--- config.mk ---
export PLATFORM = sky130hd
export DESIGN_NAME = int_exec_unit
export DESIGN_NICKNAME = d
export VERILOG_FILES = /design/src/rtl/exec_pkg.sv /design/src/rtl/exec_decode.sv /design/src/rtl/exec_mul.sv /design/src/rtl/exec_alu.sv /design/src/rtl/int_exec_unit.sv
export SDC_FILE = /design/constraint.sdc
export NUM_CORES = 2
export LEC_CHECK = 0
export BUFFER_PORTS_ARGS = -buffer_cell sky130_fd_sc_hd__clkbuf_2
export CAP_MARGIN = 10
export CORE_ASPECT_RATIO = 1.1
export CORE_MARGIN = 5
export CORE_UTILIZATION = 40
export CTS_CLUSTER_DIAMETER = 50
export DETAILED_ROUTE_END_ITERATION = 6
export MAX_ROUTING_LAYER = met4
export SYNTH_ARGS = -nofsm -noshare
export SYNTH_HDL_FRONTEND = slang
export SYNTH_SLANG_ARGS = --single-unit
--- constraint.sdc ---
create_clock -name clk_i -period 0.8 [get_ports clk_i]
set_clock_uncertainty 0.1 [all_clocks]
set_input_delay 0.04 -clock clk_i [delete_from_list [all_inputs] [get_ports clk_i]]
set_output_delay 0.04 -clock clk_i [all_outputs]
set_load 0.03 [all_outputs]
--- src/rtl/exec_pkg.sv ---
package exec_pkg;
  localparam int INSTR_W = 32;

  localparam logic [5:0] OPC_RTYPE = 6'h00;
  localparam logic [5:0] OPC_BEQ   = 6'h04;
  localparam logic [5:0] OPC_ADDI  = 6'h08;
  localparam logic [5:0] OPC_SLTI  = 6'h0A;
  localparam logic [5:0] OPC_SLTIU = 6'h0B;
  localparam logic [5:0] OPC_ANDI  = 6'h0C;
  localparam logic [5:0] OPC_ORI   = 6'h0D;
  localparam logic [5:0] OPC_LUI   = 6'h0F;
  localparam logic [5:0] OPC_LW    = 6'h23;
  localparam logic [5:0] OPC_SW    = 6'h2B;

  localparam logic [5:0] FN_SLL = 6'h00;
  localparam logic [5:0] FN_SRL = 6'h02;
  localparam logic [5:0] FN_MUL = 6'h18;
  localparam logic [5:0] FN_ADD = 6'h20;
  localparam logic [5:0] FN_SUB = 6'h22;
  localparam logic [5:0] FN_AND = 6'h24;
  localparam logic [5:0] FN_OR  = 6'h25;

  typedef enum logic [4:0] {
    OP_NONE, OP_ADD, OP_SUB, OP_AND, OP_OR, OP_SLL, OP_SRL, OP_MUL,
    OP_ADDI, OP_ANDI, OP_ORI, OP_LUI, OP_SLTI, OP_SLTIU, OP_LW, OP_SW, OP_BEQ
  } op_e;
endpackage

--- src/rtl/exec_decode.sv ---
module exec_decode
  import exec_pkg::*;
#(
  parameter int DW = 32,
  parameter int AW = 5
) (
  input  logic [INSTR_W-1:0] instr_i,
  output op_e                op_o,
  output logic [AW-1:0]      dst_o,
  output logic               wr_o,
  output logic               pair_o,
  output logic               ld_o,
  output logic               st_o,
  output logic [DW-1:0]      imm_o,
  output logic [4:0]         shamt_o
);
  logic [5:0]    opc, funct;
  logic [AW-1:0] rt, rd;
  logic [15:0]   imm16;
  logic          is_rtype, writes;
  logic          unused_rs;

  assign opc       = instr_i[31:26];
  assign funct     = instr_i[5:0];
  assign rt        = instr_i[16 +: AW];
  assign rd        = instr_i[11 +: AW];
  assign imm16     = instr_i[15:0];
  assign shamt_o   = instr_i[10:6];
  assign unused_rs = ^instr_i[25:21];

  always_comb begin
    op_o = OP_NONE;
    unique case (opc)
      OPC_RTYPE: begin
        unique case (funct)
          FN_ADD:  op_o = OP_ADD;
          FN_SUB:  op_o = OP_SUB;
          FN_AND:  op_o = OP_AND;
          FN_OR:   op_o = OP_OR;
          FN_SLL:  op_o = OP_SLL;
          FN_SRL:  op_o = OP_SRL;
          FN_MUL:  op_o = OP_MUL;
          default: op_o = OP_NONE;
        endcase
      end
      OPC_ADDI:  op_o = OP_ADDI;
      OPC_ANDI:  op_o = OP_ANDI;
      OPC_ORI:   op_o = OP_ORI;
      OPC_LUI:   op_o = OP_LUI;
      OPC_SLTI:  op_o = OP_SLTI;
      OPC_SLTIU: op_o = OP_SLTIU;
      OPC_LW:    op_o = OP_LW;
      OPC_SW:    op_o = OP_SW;
      OPC_BEQ:   op_o = OP_BEQ;
      default:   op_o = OP_NONE;
    endcase
  end

  assign is_rtype = op_o inside {OP_ADD, OP_SUB, OP_AND, OP_OR, OP_SLL, OP_SRL, OP_MUL};
  assign writes   = !(op_o inside {OP_NONE, OP_SW, OP_BEQ});
  assign dst_o    = is_rtype ? rd : rt;
  assign wr_o     = writes && (dst_o != '0);
  // rd+1 does not exist for the last register
  assign pair_o   = (op_o == OP_MUL) && (rd != '1);
  assign ld_o     = (op_o == OP_LW);
  assign st_o     = (op_o == OP_SW);

  always_comb begin
    unique case (op_o)
      OP_ANDI, OP_ORI: imm_o = {{(DW-16){1'b0}}, imm16};
      OP_LUI:          imm_o = {imm16, {(DW-16){1'b0}}};
      default:         imm_o = {{(DW-16){imm16[15]}}, imm16};
    endcase
  end
endmodule

--- src/rtl/exec_mul.sv ---
module exec_mul #(
  parameter int DW         = 32,
  parameter bit SIGNED_MUL = 1'b1
) (
  input  logic [DW-1:0]   a_i,
  input  logic [DW-1:0]   b_i,
  output logic [2*DW-1:0] prod_o
);
  logic [2*DW-1:0] a_ext, b_ext;

  generate
    if (SIGNED_MUL) begin : g_signed
      assign a_ext = {{DW{a_i[DW-1]}}, a_i};
      assign b_ext = {{DW{b_i[DW-1]}}, b_i};
    end else begin : g_unsigned
      assign a_ext = {{DW{1'b0}}, a_i};
      assign b_ext = {{DW{1'b0}}, b_i};
    end
  endgenerate

  // low 2*DW bits of the extended product are exact in both cases
  assign prod_o = a_ext * b_ext;
endmodule

--- src/rtl/exec_alu.sv ---
module exec_alu
  import exec_pkg::*;
#(
  parameter int DW = 32
) (
  input  op_e           op_i,
  input  logic [DW-1:0] a_i,
  input  logic [DW-1:0] b_i,
  input  logic [DW-1:0] imm_i,
  input  logic [4:0]    shamt_i,
  input  logic [DW-1:0] pc4_i,
  output logic [DW-1:0] result_o,
  output logic [DW-1:0] addr_o,
  output logic          br_taken_o,
  output logic [DW-1:0] br_target_o
);
  logic lt_s, lt_u;
  logic unused_imm_top;

  assign lt_s           = $signed(a_i) < $signed(imm_i);
  assign lt_u           = a_i < imm_i;
  assign addr_o         = a_i + imm_i;
  assign br_taken_o     = (op_i == OP_BEQ) && (a_i == b_i);
  assign br_target_o    = pc4_i + {imm_i[DW-3:0], 2'b00};
  assign unused_imm_top = ^imm_i[DW-1:DW-2];

  always_comb begin
    unique case (op_i)
      OP_ADD:   result_o = a_i + b_i;
      OP_SUB:   result_o = a_i - b_i;
      OP_AND:   result_o = a_i & b_i;
      OP_OR:    result_o = a_i | b_i;
      OP_SLL:   result_o = b_i << shamt_i;
      OP_SRL:   result_o = b_i >> shamt_i;
      OP_ADDI:  result_o = a_i + imm_i;
      OP_ANDI:  result_o = a_i & imm_i;
      OP_ORI:   result_o = a_i | imm_i;
      OP_LUI:   result_o = imm_i;
      OP_SLTI:  result_o = {{(DW-1){1'b0}}, lt_s};
      OP_SLTIU: result_o = {{(DW-1){1'b0}}, lt_u};
      OP_LW, OP_SW: result_o = addr_o;
      default:  result_o = '0;
    endcase
  end
endmodule

--- src/rtl/int_exec_unit.sv ---
module int_exec_unit
  import exec_pkg::*;
#(
  parameter int DATA_W     = 32,
  parameter int REG_AW     = 5,
  parameter bit SIGNED_MUL = 1'b1
) (
  input  logic               clk_i,
  input  logic               rst_ni,
  input  logic               valid_i,
  input  logic [INSTR_W-1:0] instr_i,
  input  logic [DATA_W-1:0]  rs_val_i,
  input  logic [DATA_W-1:0]  rt_val_i,
  input  logic [DATA_W-1:0]  pc_plus4_i,
  output logic               valid_o,
  output logic [DATA_W-1:0]  result_o,
  output logic [DATA_W-1:0]  hi_result_o,
  output logic               wr_en_o,
  output logic [REG_AW-1:0]  wr_idx_o,
  output logic               pair_wr_en_o,
  output logic [REG_AW-1:0]  pair_wr_idx_o,
  output logic               mem_rd_o,
  output logic               mem_wr_o,
  output logic [DATA_W-1:0]  mem_addr_o,
  output logic [DATA_W-1:0]  store_data_o,
  output logic               br_taken_o,
  output logic [DATA_W-1:0]  br_target_o
);
  localparam int PROD_W = 2 * DATA_W;

  op_e                op;
  logic [REG_AW-1:0]  dst;
  logic               dec_wr, dec_pair, dec_ld, dec_st;
  logic [DATA_W-1:0]  imm_ext, alu_res, alu_addr, br_tgt;
  logic [4:0]         shamt;
  logic               br_hit;
  logic [PROD_W-1:0]  prod;
  logic [DATA_W-1:0]  res_next;

  exec_decode #(.DW(DATA_W), .AW(REG_AW)) u_dec (
    .instr_i (instr_i),
    .op_o    (op),
    .dst_o   (dst),
    .wr_o    (dec_wr),
    .pair_o  (dec_pair),
    .ld_o    (dec_ld),
    .st_o    (dec_st),
    .imm_o   (imm_ext),
    .shamt_o (shamt)
  );

  exec_alu #(.DW(DATA_W)) u_alu (
    .op_i        (op),
    .a_i         (rs_val_i),
    .b_i         (rt_val_i),
    .imm_i       (imm_ext),
    .shamt_i     (shamt),
    .pc4_i       (pc_plus4_i),
    .result_o    (alu_res),
    .addr_o      (alu_addr),
    .br_taken_o  (br_hit),
    .br_target_o (br_tgt)
  );

  exec_mul #(.DW(DATA_W), .SIGNED_MUL(SIGNED_MUL)) u_mul (
    .a_i    (rs_val_i),
    .b_i    (rt_val_i),
    .prod_o (prod)
  );

  assign res_next = (op == OP_MUL) ? prod[DATA_W-1:0] : alu_res;

  always_ff @(posedge clk_i or negedge rst_ni) begin
    if (!rst_ni) begin
      valid_o      <= 1'b0;
      wr_en_o      <= 1'b0;
      pair_wr_en_o <= 1'b0;
      mem_rd_o     <= 1'b0;
      mem_wr_o     <= 1'b0;
      br_taken_o   <= 1'b0;
    end else begin
      valid_o      <= valid_i;
      wr_en_o      <= valid_i & dec_wr;
      pair_wr_en_o <= valid_i & dec_pair;
      mem_rd_o     <= valid_i & dec_ld;
      mem_wr_o     <= valid_i & dec_st;
      br_taken_o   <= valid_i & br_hit;
    end
  end

  always_ff @(posedge clk_i or negedge rst_ni) begin
    if (!rst_ni) begin
      result_o      <= '0;
      hi_result_o   <= '0;
      wr_idx_o      <= '0;
      pair_wr_idx_o <= '0;
      mem_addr_o    <= '0;
      store_data_o  <= '0;
      br_target_o   <= '0;
    end else if (valid_i) begin
      result_o      <= res_next;
      hi_result_o   <= prod[PROD_W-1:DATA_W];
      wr_idx_o      <= dst;
      pair_wr_idx_o <= dst + 1'b1;
      mem_addr_o    <= alu_addr;
      store_data_o  <= rt_val_i;
      br_target_o   <= br_tgt;
    end
  end
endmodule

==> impl_metrics.prom <==
# TYPE chip_impl_metric gauge
chip_impl_metric{name="ff2ff_setup_slack",unit="ps"} -320
chip_impl_metric{name="finalWorstPathRequiredPeriod",unit="ps"} 7382
chip_impl_metric{name="floorplan.rows",unit=""} 142
chip_impl_info{name="criticalPathCategory",value="in -> reg"} 1
chip_impl_metric{name="grt_usage",unit=""} 0.3347
chip_impl_metric{name="holdPathStages",unit=""} 3
chip_impl_metric{name="ios",unit=""} 307
chip_impl_info{name="layout.cells.most_common_list",value="sky130_fd_sc_hd__buf_4, sky130_fd_sc_hd__inv_1, sky130_fd_sc_hd__fa_1"} 1
chip_impl_metric{name="routed-via-count",unit=""} 52440
chip_impl_metric{name="initial_utilization",unit=""} 0.4014
chip_impl_info{name="timing.critical_path.to_type",value="flip-flop"} 1
chip_impl_metric{name="detail-route-antenna-nets",unit=""} 0
chip_impl_metric{name="synth_simple_gate_area_frac",unit=""} 0.1517
chip_impl_metric{name="layout.cells.non_filler",unit=""} 9652
chip_impl_metric{name="clock_insertion_delay_worst_skew",unit="ps"} 530
chip_impl_info{name="hold_start",value="pc_plus4_i[2]"} 1
chip_impl_info{name="setup.worst_path.end",value="hi_result_o[28]"} 1
chip_impl_metric{name="post_synth_inst_count",unit=""} 6150
chip_impl_metric{name="worst-endpoint-arrival",unit="ps"} 7670
chip_impl_metric{name="die_w",unit="um"} 362.1
chip_impl_info{name="tritoncts",value="built"} 1
chip_impl_metric{name="fin_crit_sh",unit=""} 9.227
chip_impl_metric{name="max_h_tree_level",unit=""} 4
chip_impl_metric{name="post-route-cell-area",unit="mm2"} 0.07961
chip_impl_metric{name="synth_sequential_area_ratio",unit=""} 0.08073
chip_impl_info{name="setup_crit_start_kind",value="input port"} 1
chip_impl_metric{name="drive_gt1_frac",unit=""} 0.3702
chip_impl_metric{name="setup_ws",unit="ps"} -6582
chip_impl_metric{name="final_net_count",unit=""} 9383
chip_impl_metric{name="ffs_latches_synth",unit=""} 176
chip_impl_metric{name="wire_length_per_cell",unit="um"} 25.12
chip_impl_metric{name="synth_async_sr_flop_share",unit=""} 1.000
chip_impl_metric{name="cts_buffers",unit=""} 17
chip_impl_metric{name="initialDrtViolationCount",unit=""} 4705
chip_impl_metric{name="timing.max_slew.rel_slack",unit=""} 0.5161
chip_impl_metric{name="grt_remaining_overflow",unit=""} 0
chip_impl_metric{name="max_cap_violations",unit=""} 0
chip_impl_metric{name="synth_edf_count",unit=""} 0
chip_impl_metric{name="finalHoldViolations",unit=""} 28
chip_impl_metric{name="detailedPlacementHpwl",unit="um"} 192500
chip_impl_metric{name="areaGrowthSynthToFinish",unit="%"} 45.93
chip_impl_metric{name="clkTransAtPathRegs",unit="ps"} 90
chip_impl_metric{name="cp.required",unit="ps"} 1090
chip_impl_info{name="status",value="finished, violations left"} 1
chip_impl_metric{name="post_synth_xor_area_fraction",unit=""} 0.02505
chip_impl_metric{name="grt_antenna_before_repair",unit=""} 24
chip_impl_metric{name="die_area",unit="mm2"} 0.1439
chip_impl_metric{name="multi_input_comb_area",unit="mm2"} 0.04917
chip_impl_info{name="min_path_type",value="in -> reg"} 1
chip_impl_metric{name="clockBufferDepth",unit=""} 2
chip_impl_metric{name="slew_viol_final",unit=""} 0
chip_impl_metric{name="rr_worst_depth",unit=""} 3
chip_impl_metric{name="setup_viol_count_final",unit=""} 351
chip_impl_metric{name="place_area",unit="mm2"} 0.07097
chip_impl_metric{name="critical_path_peak_fanout",unit=""} 24
chip_impl_metric{name="remaining_drc_errors",unit=""} 10
chip_impl_metric{name="synth_area_per_cell",unit="um2"} 8.870
chip_impl_metric{name="grt_max_degree",unit=""} 81
chip_impl_metric{name="synth_compound_gate_area_share",unit=""} 0.1143
chip_impl_metric{name="yosys.cell_types.count",unit=""} 101
chip_impl_metric{name="buffer_ports.inserted",unit=""} 301
chip_impl_metric{name="dpl.cell_count",unit=""} 9372
chip_impl_metric{name="postSynthNetCount",unit=""} 7712
chip_impl_info{name="timing.rr.end",value="hi_result_o[31]"} 1
chip_impl_metric{name="grt_pass1_wl",unit="um"} 351000
chip_impl_metric{name="fmax",unit="MHz"} 135.5
chip_impl_metric{name="post_synth_instance_area",unit="mm2"} 0.05455
chip_impl_metric{name="layout.core_utilization",unit=""} 0.5857
chip_impl_metric{name="fill_cells",unit=""} 11760
chip_impl_metric{name="drt_pass1_iterations",unit=""} 7
chip_impl_info{name="violations",value="design-rule violations, negative hold slack, negative setup slack"} 1
chip_impl_metric{name="grt_pass1_vias",unit=""} 55630
chip_impl_metric{name="yosys.area_share.adder",unit=""} 0.4777
chip_impl_metric{name="wl",unit="um"} 242500
chip_impl_info{name="largest_family_of_logic_cells_by_synthesized_area",value="adder cells"} 1
chip_impl_metric{name="whs",unit="ps"} -224.2
chip_impl_metric{name="synthMuxAreaShare",unit=""} 0.04656
chip_impl_metric{name="synth-warning-count",unit=""} 0
chip_impl_metric{name="ff_latch_area",unit="mm2"} 0.004424
chip_impl_metric{name="floorplan.die.height",unit="um"} 397.3
chip_impl_info{name="synth_top_flop_cell",value="sky130_fd_sc_hd__dfrtp_1"} 1
chip_impl_metric{name="coreArea",unit="mm2"} 0.1359
chip_impl_info{name="rsz0062_at_grt",value="yes"} 1
chip_impl_info{name="clock_tree.root_cell",value="sky130_fd_sc_hd__clkbuf_16"} 1
chip_impl_metric{name="place_congestion",unit=""} 1.042
chip_impl_info{name="startpoint",value="rs_val_i[14]"} 1
chip_impl_metric{name="clock-sinks",unit=""} 176
chip_impl_info{name="worst_r2r_startpoint",value="hi_result_o[31]"} 1
chip_impl_metric{name="tightestPinTransition",unit="ps"} 725.9
chip_impl_metric{name="detail_route.vias_per_cell",unit=""} 5.433
chip_impl_info{name="mostFrequentLayoutCell",value="sky130_fd_sc_hd__buf_4"} 1
==> metrics by stage <==
step | setup WS, ps | setup TNS, ps
global placement | -7408 | -605310
global route | -6695 | -623840
detailed placement | -7447 | -609920
CTS | -6390 | -616780
floorplan | -6730 | -491410
finish | -6582 | -605770
==> state kept, by name, summed over array words and instances, names as in the netlist <==
register       flops
hi_result_o       32
wr_idx_o           5
store_data_o      32
mem_wr_o           1
mem_addr_o        32
wr_en_o            1
br_target_o       32
mem_rd_o           1
valid_o            1
result_o          32
pair_wr_en_o       1
br_taken_o         1
pair_wr_idx_o      5
==> synth_stat cells, types with 21 or more instances <==
library cell,number,area share
sky130_fd_sc_hd__a211oi_1,54,0.0074
sky130_fd_sc_hd__a21o_1,65,0.0089
sky130_fd_sc_hd__a21oi_1,276,0.025
sky130_fd_sc_hd__a221o_1,22,0.0040
sky130_fd_sc_hd__a221oi_1,35,0.0056
sky130_fd_sc_hd__a31oi_1,39,0.0045
sky130_fd_sc_hd__and2_1,457,0.052
sky130_fd_sc_hd__and3_1,21,0.0024
sky130_fd_sc_hd__buf_1,33,0.0023
sky130_fd_sc_hd__buf_2,26,0.0024
sky130_fd_sc_hd__clkbuf_1,322,0.022
sky130_fd_sc_hd__dfrtp_1,176,0.081
sky130_fd_sc_hd__fa_1,1086,0.40
sky130_fd_sc_hd__ha_1,345,0.079
sky130_fd_sc_hd__inv_1,1116,0.077
sky130_fd_sc_hd__mux2_2,132,0.027
sky130_fd_sc_hd__mux2i_1,76,0.014
sky130_fd_sc_hd__nand2_1,696,0.048
sky130_fd_sc_hd__nand2b_1,25,0.0029
sky130_fd_sc_hd__nand3_1,43,0.0039
sky130_fd_sc_hd__nor2_1,309,0.021
sky130_fd_sc_hd__nor2b_1,48,0.0055
sky130_fd_sc_hd__nor3_1,45,0.0041
sky130_fd_sc_hd__o211ai_1,37,0.0051
sky130_fd_sc_hd__o21a_1,30,0.0041
sky130_fd_sc_hd__o21ai_0,163,0.015
sky130_fd_sc_hd__o21bai_1,32,0.0044
sky130_fd_sc_hd__xnor2_1,115,0.018
sky130_fd_sc_hd__xor2_1,41,0.0066
==> worst min-delay path by stage <==
stage	end	slack (ps)
2_1_floorplan	br_taken_o	-360
3_3_place_gp	br_target_o[9]	-170
3_5_place_dp	br_target_o[8]	-160
4_1_cts	br_target_o[2]	-270
5_1_grt	br_target_o[2]	-210
6_report	br_target_o[2]	-220
==> metal layers <==
| metal | share of wire | track usage | vias up | wire (um) |
|---|---|---|---|---|
| met4 | 0.067 | 0.1688 | 0 | 16220 |
| met5 | 0 | - | - | 0 |
| met3 | 0.071 | 0.04638 | 589 | 17110 |
| li1 | - | - | 22660 | - |
| met1 | 0.39 | 0.4216 | 26920 | 94670 |
| met2 | 0.47 | 0.5310 | 2261 | 114500 |
==> final cells by class <==
| cell class | instances | share of cell area |
|---|---|---|
| antenna | 19 | 0.0005973 |
| clock buffer | 19 | 0.005564 |
| clock inverter | 12 | 0.001839 |
| inverter | 1122 | 0.05371 |
| multi-input combinational | 4471 | 0.6177 |
| sequential | 176 | 0.05558 |
| tap | 1800 | 0.02829 |
| timing repair buffer | 2033 | 0.2367 |
==> repair_timing <==
action | in CTS | in global routing
cloned | 6 | 10
setup buffers | 102 | 151
resized for setup | 496 | 1286
endpoints found under the hold margin | 220 | 31
pin swaps | 233 | 232
endpoints found under the setup margin | 351 | 352
hold buffers | 9 | 1
==> worst max-delay path: stages <==
cell and delay, ps:
sky130_fd_sc_hd__clkbuf_2 110, sky130_fd_sc_hd__buf_12 160, sky130_fd_sc_hd__buf_12 190, sky130_fd_sc_hd__and2_1 160, sky130_fd_sc_hd__fa_1 560, sky130_fd_sc_hd__fa_1 430
sky130_fd_sc_hd__fa_1 490, sky130_fd_sc_hd__fa_1 620, sky130_fd_sc_hd__fa_1 460, sky130_fd_sc_hd__fa_1 610, sky130_fd_sc_hd__fa_1 460, sky130_fd_sc_hd__fa_1 540
sky130_fd_sc_hd__ha_4 310, sky130_fd_sc_hd__nand3_4 80, sky130_fd_sc_hd__or4_4 560, sky130_fd_sc_hd__a311oi_4 230, sky130_fd_sc_hd__o211ai_1 140, sky130_fd_sc_hd__and3_4 210
sky130_fd_sc_hd__o31a_1 400, sky130_fd_sc_hd__o221ai_4 270, sky130_fd_sc_hd__a211oi_2 140, sky130_fd_sc_hd__a21oi_2 170, sky130_fd_sc_hd__xnor2_1 150, sky130_fd_sc_hd__a21oi_1 110
==> cell families after synthesis <==
logic type | count (synthesis)
AOI/OAI and AO/OA | 934
adders and majority gates | 1431
DFF | 176
xor gates and xnor gates | 156
and+or+nand+nor | 1729
muxes | 221
buffers and inverters | 1503
Power is not shown: default switching activity piles up to over one toggle a cycle in this logic, so the estimate is an artifact.
